<file path="src/rtl/exc_pkg.sv">
package exc_pkg;

  // Strobes the control side issues to the datapath in a commit cycle.
  typedef struct packed {
    logic flush;     // younger three staging registers become bubbles
    logic killMem;   // suppress the store of the instruction in MEM
    logic loadEpc;   // capture faulting PC and code
    logic redirect;  // fetch register loads the handler address
  } excStrobes_t;

endpackage

</file>
<file path="src/rtl/exc_ctrl.sv">
module exc_ctrl
  import exc_pkg::*;
#(
  parameter int CODE_W = 3
) (
  input  logic              memValid,
  input  logic [CODE_W-1:0] memCode,
  output excStrobes_t       strobes,
  output logic              excTaken
);

  logic commit;

  // The only point at which an exception is acted on is the end of MEM.
  assign commit = memValid && (memCode != '0);

  always_comb begin
    strobes.flush    = commit;
    strobes.killMem  = commit;
    strobes.loadEpc  = commit;
    strobes.redirect = commit;
  end

  assign excTaken = commit;

endmodule

</file>
<file path="src/rtl/exc_datapath.sv">
module exc_datapath
  import exc_pkg::*;
#(
  parameter int              PC_W       = 32,
  parameter int              CODE_W     = 3,
  parameter logic [PC_W-1:0] RESET_PC   = 32'h0000_1000,
  parameter logic [PC_W-1:0] HANDLER_PC = 32'h0000_0180,
  parameter int              INSN_BYTES = 4
) (
  input  logic              clk,
  input  logic              rst,
  input  excStrobes_t       strobes,
  input  logic              fetchValid,
  input  logic              fetchRegWr,
  input  logic              fetchMemWr,
  input  logic [CODE_W-1:0] excIf,
  input  logic [CODE_W-1:0] excId,
  input  logic [CODE_W-1:0] excEx,
  input  logic [CODE_W-1:0] excMem,
  output logic              memValid,
  output logic [CODE_W-1:0] memCode,
  output logic [PC_W-1:0]   fetchPc,
  output logic              memWriteEn,
  output logic [PC_W-1:0]   memWritePc,
  output logic              regWriteEn,
  output logic [PC_W-1:0]   regWritePc,
  output logic [PC_W-1:0]   epc,
  output logic [CODE_W-1:0] causeCode
);

  // Staging registers: 0 = IF/ID, 1 = ID/EX, 2 = EX/MEM, 3 = MEM/WB
  localparam int NUM_STAGES = 4;
  localparam int MEM_IDX    = NUM_STAGES - 2;
  localparam int WB_IDX     = NUM_STAGES - 1;
  localparam logic [PC_W-1:0] PC_STEP = PC_W'(INSN_BYTES);

  typedef struct packed {
    logic              valid;
    logic [PC_W-1:0]   pc;
    logic [CODE_W-1:0] code;
    logic              regWr;
    logic              memWr;
  } stage_t;

  stage_t            st     [NUM_STAGES];
  stage_t            src    [NUM_STAGES];
  logic [CODE_W-1:0] detCode[NUM_STAGES];
  logic [PC_W-1:0]   pcReg;

  // detCode[k] is the fault reported for the instruction that feeds register k.
  assign detCode[0] = excIf;
  assign detCode[1] = excId;
  assign detCode[2] = excEx;
  assign detCode[3] = excMem;

  // Next contents of every staging register: the earliest code wins, writes die with any code.
  always_comb begin
    stage_t raw;
    for (int k = 0; k < NUM_STAGES; k++) begin
      if (k == 0) begin
        raw.valid = fetchValid;
        raw.pc    = pcReg;
        raw.code  = '0;
        raw.regWr = fetchRegWr;
        raw.memWr = fetchMemWr;
      end else begin
        raw = st[k-1];
      end
      src[k] = raw;
      if (!raw.valid)          src[k].code = '0;
      else if (raw.code != '0) src[k].code = raw.code;
      else                     src[k].code = detCode[k];
      src[k].regWr = raw.valid && raw.regWr && (src[k].code == '0);
      src[k].memWr = raw.valid && raw.memWr && (src[k].code == '0);
    end
  end

  always_ff @(posedge clk) begin
    for (int k = 0; k < NUM_STAGES; k++) begin
      if (rst) begin
        st[k] <= '0;
      end else if (strobes.flush && (k < WB_IDX)) begin
        st[k] <= '0;
      end else begin
        st[k] <= src[k];
      end
    end
  end

  always_ff @(posedge clk) begin
    if (rst) begin
      pcReg     <= RESET_PC;
      epc       <= '0;
      causeCode <= '0;
    end else begin
      pcReg <= strobes.redirect ? HANDLER_PC : (pcReg + PC_STEP);
      if (strobes.loadEpc) begin
        epc       <= st[MEM_IDX].pc;
        causeCode <= src[WB_IDX].code;
      end
    end
  end

  assign memValid   = st[MEM_IDX].valid;
  assign memCode    = src[WB_IDX].code;
  assign fetchPc    = pcReg;
  assign memWriteEn = st[MEM_IDX].valid && st[MEM_IDX].memWr && !strobes.killMem;
  assign memWritePc = st[MEM_IDX].pc;
  assign regWriteEn = st[WB_IDX].valid && st[WB_IDX].regWr;
  assign regWritePc = st[WB_IDX].pc;

  // sequential fetch when no redirect
  assert_seq_fetch_R2: assert property (@(posedge clk) disable iff (rst)
    !strobes.redirect |=> pcReg == $past(pcReg) + PC_STEP);

  // a store that reaches the port belongs to a fault-free instruction
  assert_store_clean_R3: assert property (@(posedge clk) disable iff (rst)
    memWriteEn |-> (st[MEM_IDX].code == '0) && (excMem == '0));

  // a register write that reaches the port belongs to a fault-free instruction
  assert_wb_clean_R3: assert property (@(posedge clk) disable iff (rst)
    regWriteEn |-> st[WB_IDX].code == '0);

  // faulting PC and a nonzero cause are captured at the commit edge
  assert_epc_load_R6: assert property (@(posedge clk) disable iff (rst)
    strobes.loadEpc |=> (epc == $past(st[MEM_IDX].pc)) && (causeCode != '0));

  // fetch moves to the handler right after a commit
  assert_redirect_R7: assert property (@(posedge clk) disable iff (rst)
    strobes.redirect |=> pcReg == HANDLER_PC);

  // the three younger slots are bubbles after a commit
  assert_flush_R8: assert property (@(posedge clk) disable iff (rst)
    strobes.flush |=> !st[0].valid && !st[1].valid && !st[MEM_IDX].valid);

endmodule

</file>
<file path="src/rtl/exc_pipe_top.sv">
module exc_pipe_top
  import exc_pkg::*;
#(
  parameter int              PC_W       = 32,
  parameter int              CODE_W     = 3,
  parameter logic [PC_W-1:0] RESET_PC   = 32'h0000_1000,
  parameter logic [PC_W-1:0] HANDLER_PC = 32'h0000_0180,
  parameter int              INSN_BYTES = 4
) (
  input  logic              clk,
  input  logic              rst,
  input  logic              fetchValid,
  input  logic              fetchRegWr,
  input  logic              fetchMemWr,
  input  logic [CODE_W-1:0] excIf,
  input  logic [CODE_W-1:0] excId,
  input  logic [CODE_W-1:0] excEx,
  input  logic [CODE_W-1:0] excMem,
  output logic [PC_W-1:0]   fetchPc,
  output logic              memWriteEn,
  output logic [PC_W-1:0]   memWritePc,
  output logic              regWriteEn,
  output logic [PC_W-1:0]   regWritePc,
  output logic              excTaken,
  output logic [PC_W-1:0]   epc,
  output logic [CODE_W-1:0] causeCode
);

  excStrobes_t       strobes;
  logic              memValid;
  logic [CODE_W-1:0] memCode;

  exc_ctrl #(.CODE_W(CODE_W)) u_ctrl (
    .memValid (memValid),
    .memCode  (memCode),
    .strobes  (strobes),
    .excTaken (excTaken)
  );

  exc_datapath #(
    .PC_W       (PC_W),
    .CODE_W     (CODE_W),
    .RESET_PC   (RESET_PC),
    .HANDLER_PC (HANDLER_PC),
    .INSN_BYTES (INSN_BYTES)
  ) u_dp (
    .clk        (clk),
    .rst        (rst),
    .strobes    (strobes),
    .fetchValid (fetchValid),
    .fetchRegWr (fetchRegWr),
    .fetchMemWr (fetchMemWr),
    .excIf      (excIf),
    .excId      (excId),
    .excEx      (excEx),
    .excMem     (excMem),
    .memValid   (memValid),
    .memCode    (memCode),
    .fetchPc    (fetchPc),
    .memWriteEn (memWriteEn),
    .memWritePc (memWritePc),
    .regWriteEn (regWriteEn),
    .regWritePc (regWritePc),
    .epc        (epc),
    .causeCode  (causeCode)
  );

endmodule

</file>
<file path="config.mk">
export PLATFORM = sky130hd
export DESIGN_NAME = exc_pipe_top
export DESIGN_NICKNAME = d
export VERILOG_FILES = /design/src/rtl/exc_pkg.sv /design/src/rtl/exc_ctrl.sv /design/src/rtl/exc_datapath.sv /design/src/rtl/exc_pipe_top.sv
export SDC_FILE = /design/constraint.sdc
export NUM_CORES = 1
export LEC_CHECK = 0
export ABC_AREA = 1
export BUFFER_PORTS_ARGS = -buffer_cell sky130_fd_sc_hd__buf_2
export CELL_PAD_IN_SITES_DETAIL_PLACEMENT = 1
export CELL_PAD_IN_SITES_GLOBAL_PLACEMENT = 1
export CORE_MARGIN = 2
export CORE_UTILIZATION = 42
export CTS_BUF_LIST = sky130_fd_sc_hd__clkbuf_16
export DETAILED_ROUTE_END_ITERATION = 8
export MAX_ROUTING_LAYER = met4
export PLACE_DENSITY = 0.76
export SETUP_SLACK_MARGIN = 0.1
export SLEW_MARGIN = 40
export SYNTH_ARGS = -nofsm -noshare
export SYNTH_HDL_FRONTEND = slang
export SYNTH_SLANG_ARGS = --single-unit
</file>
<file path="constraint.sdc">
create_clock -name clk -period 2.02 [get_ports clk]
set_clock_uncertainty 0.1 [all_clocks]
set_input_delay 0.404 -clock clk [delete_from_list [all_inputs] [get_ports clk]]
set_output_delay 0.404 -clock clk [all_outputs]
set_load 0.01 [all_outputs]
</file>
==> impl_metrics.env <==
export IMPL_route_vias_total=6213
export IMPL_synth_top_family_by_area="simple AND/OR/NAND/NOR gates"
export IMPL_fp_coreArea_um2=20100
export IMPL_fin_crit_sh_pct=105
export IMPL_cp_required_ps=1520
export IMPL_start_util_pct=42.4
export IMPL_clock_path_buffers=3
export IMPL_ant_nets=0
export IMPL_grt_usage_pct=17.7
export IMPL_reg2reg_to="u_dp.epc[15]"
export IMPL_ys_warn_count=0
export IMPL_die_h_um=146
export IMPL_first_pass_iters=4
export IMPL_crit_type="register to output pin"
export IMPL_grt_pass1_wl_mm=29.8
export IMPL_synth_area_per_cell_um2=9.16
export IMPL_clk_pin_slew_ps=60
export IMPL_ff_latch_area_um2=5140
export IMPL_rows=52
export IMPL_grt_busiest_layer="met2"
export IMPL_met1_usage_pct=21.3
export IMPL_post_route_util_pct=52.2
export IMPL_nNetsFinal=1154
export IMPL_ys_seq_elements=203
export IMPL_place_gp_congestion=0.854
export IMPL_dp_cells=1349
export IMPL_io_pins=151
export IMPL_crit_fanout=3
export IMPL_clock_sinks=203
export IMPL_cts_buffers=23
export IMPL_p_leak_uw=0.00503
export IMPL_vias_per_cell=4.37
export IMPL_multi_input_area_um2=2400
export IMPL_grtUsageMet2_pct=30.7
export IMPL_hp_start="rst"
export IMPL_final_fill_count=2381
export IMPL_drt_iter0_drc=305
export IMPL_peakVddDrop_mv=0.490
export IMPL_drive_above_1_share_pct=20.7
export IMPL_hold_depth=2
export IMPL_yosys_area_share_simple_pct=18.1
export IMPL_synthAdderAreaFrac_pct=0.147
export IMPL_drc=0
export IMPL_antennaDiodeCount=0
export IMPL_rsz0062_at_grt="yes"
export IMPL_wl_per_cell_um=14.7
export IMPL_synthMuxAreaShare_pct=0
export IMPL_powerDensity_nw_per_um2=917
export IMPL_layout_setup_ws_ps=-109
export IMPL_endpoint_kind="output pin"
export IMPL_wirelength_mm=20.9
export IMPL_synth_xor_area_share_pct=1.03
export IMPL_dpl_cell_area_um2=9280
export IMPL_grt_max_degree=49
export IMPL_final_area_um2=10500
export IMPL_numPortBuffers=142
export IMPL_synth_cell_types=27
export IMPL_maxCapViolCount=0
export IMPL_start_kind="register"
export IMPL_dieArea_um2=21500
export IMPL_dp_hpwl_mm=13.6
export IMPL_finalHoldViolations=0
export IMPL_cp_arrival_ps=1620
export IMPL_status="finished, violations left"
export IMPL_synth_compound_area_share_pct=2.95
export IMPL_grt_pass1_vias=6186
export IMPL_synthCells=931
export IMPL_violations="setup timing"
export IMPL_root_buffer="clkbuf_16"
export IMPL_regToRegSetupSlack_ps=0
export IMPL_synth_area_um2=8530
export IMPL_fmax_ghz=0.470
export IMPL_holdCritPathClass="input port to register"
export IMPL_fin_crit_ps=2130
export IMPL_cts_htree_levels=1
export IMPL_hold_end="u_dp.fetchPc[8]"
export IMPL_clkLatencyLatePin_ps=500
export IMPL_grt_use_met3_pct=2.91
export IMPL_final_cell_count_no_fill=1422
export IMPL_chipWidth_um=146
export IMPL_finalSetupViolations=2
export IMPL_drv_slew=0
export IMPL_rr_startpoint="u_dp.st[2][37]"
export IMPL_r2r_cells=7
export IMPL_cts_tree="yes"
export IMPL_grt_overflow_total=0
export IMPL_tns_ps=-189
export IMPL_ys_seq_area_share_pct=60.3
export IMPL_syn_to_final_growth_pct=23.1
export IMPL_antenna_found_initial=0
## repair_timing
action                                  in CTS  in global routing
endpoints found under the setup margin       2                 80
pin swaps                                    5                  6
endpoints found under the hold margin        0                  0
gates cloned                                 0                 13
resized for setup                            5                 18
hold buffers                                 0                  0
buffers inserted                             6                 13
## synthesized netlist by cell type
library cell  count  area, um2
o21ai_0           5       25.0
xor2_1           10       87.6
buf_4           101        758
edfxtp_1        108       3240
nor2_1          196        736
a21boi_0          1       7.51
a21oi_1          37        185
dfxtp_1          95       1900
nand2_1         157        589
nand2_2           3       18.8
a31oi_1           4       25.0
clkbuf_2          1       5.00
ha_1              1       12.5
conb_1            2       7.51
buf_1             3       11.3
nor2_2            2       12.5
buf_2            11       55.1
nand4_1           6       37.5
and3_1            1       6.26
inv_2             1       3.75
o21ai_2           1       8.76
nor3_1            1       5.00
buf_6             6       67.6
nand4_2           1       12.5
nand3_4           1       17.5
nand3_1          22        110
inv_1           154        578
## logic make-up (layout without fill, tap and decap cells)
group | count (synthesis) | in the layout
AO/OA/AOI/OAI | 48 | 48
XOR/XNOR | 10 | 10
adder cells (fa/ha/maj) | 1 | 1
buffers and inverters | 277 | 383
flip-flops | 203 | 203
other | 2 | 116
AND/OR/NAND/NOR | 390 | 391
## per-layer routing
metal | up-vias | part of all wire, %
met3 | 43 | 4.7
li1 | 3059 | -
met5 | - | 0
met2 | 147 | 50
met1 | 2964 | 42
met4 | 0 | 2.8
## stage by stage
step	power [uW]	worst slack (ps)	hold WS [ps]
final	9630	-109	81.0
after global routing	10000	-179	93.4
after CTS	9540	-105	56.2
after detailed placement	5490	224	356
after global placement	5460	295	338
after floorplan	5290	316	352
## sequential cells by signal (all words and copies together), names as in the netlist
signal	cells
u_dp.causeCode	3
u_dp.fetchPc	30
u_dp.epc	30
u_dp.st	140
## how the worst max path moves through the flow
| stage | startpoint | to | slack [ps] | depth (start not counted) |
|---|---|---|---|---|
| 6_report | u_dp.st[2][3] | memWriteEn | -110 | 7 |
| 3_5_place_dp | u_dp.st[2][3] | u_dp.st[2][26] | 220 | 7 |
| 2_1_floorplan | u_dp.st[2][3] | memWriteEn | 320 | 7 |
| 3_3_place_gp | u_dp.st[2][3] | u_dp.st[1][27] | 300 | 7 |
| 5_1_grt | u_dp.st[2][3] | memWriteEn | -180 | 7 |
| 4_1_cts | u_dp.st[2][2] | memWriteEn | -110 | 7 |
## power breakdown
group	internal, uW	switching [uW]	leakage, uW
logic	371	539	0.00276
registers	4580	110	0.00190
clock network	2400	1630	0.000374
## final cells by class
cell class                      count  area share, %
Clock buffer                       24           5.72
Clock inverter                     17           1.23
Inverter                          155           5.54
Multi-Input combinational cell    566           22.9
Sequential cell                   203           49.0
Tap cell                          270           3.22
Timing Repair Buffer              187           12.4
## critical path, cell delays in order (launching register included)
cell and delay [ps]:
edfxtp_1 440, nor2_4 160, nand2_1 80, nand2_2 120, nand2_4 80, nand3_4 90, nor2_2 30, buf_2 130
## cells in the final DEF (no fill, tap or decap), drive strengths merged, types with 10 or more instances in the layout
cell type and count:
edfxtp 108, nand3 23, a21oi 37, dfxtp 95
buf 180, conb 116, nand2 160, inv 161
nor2 198, xor2 10, clkbuf 31
Note: power is estimated with default switching activity, not from simulation.
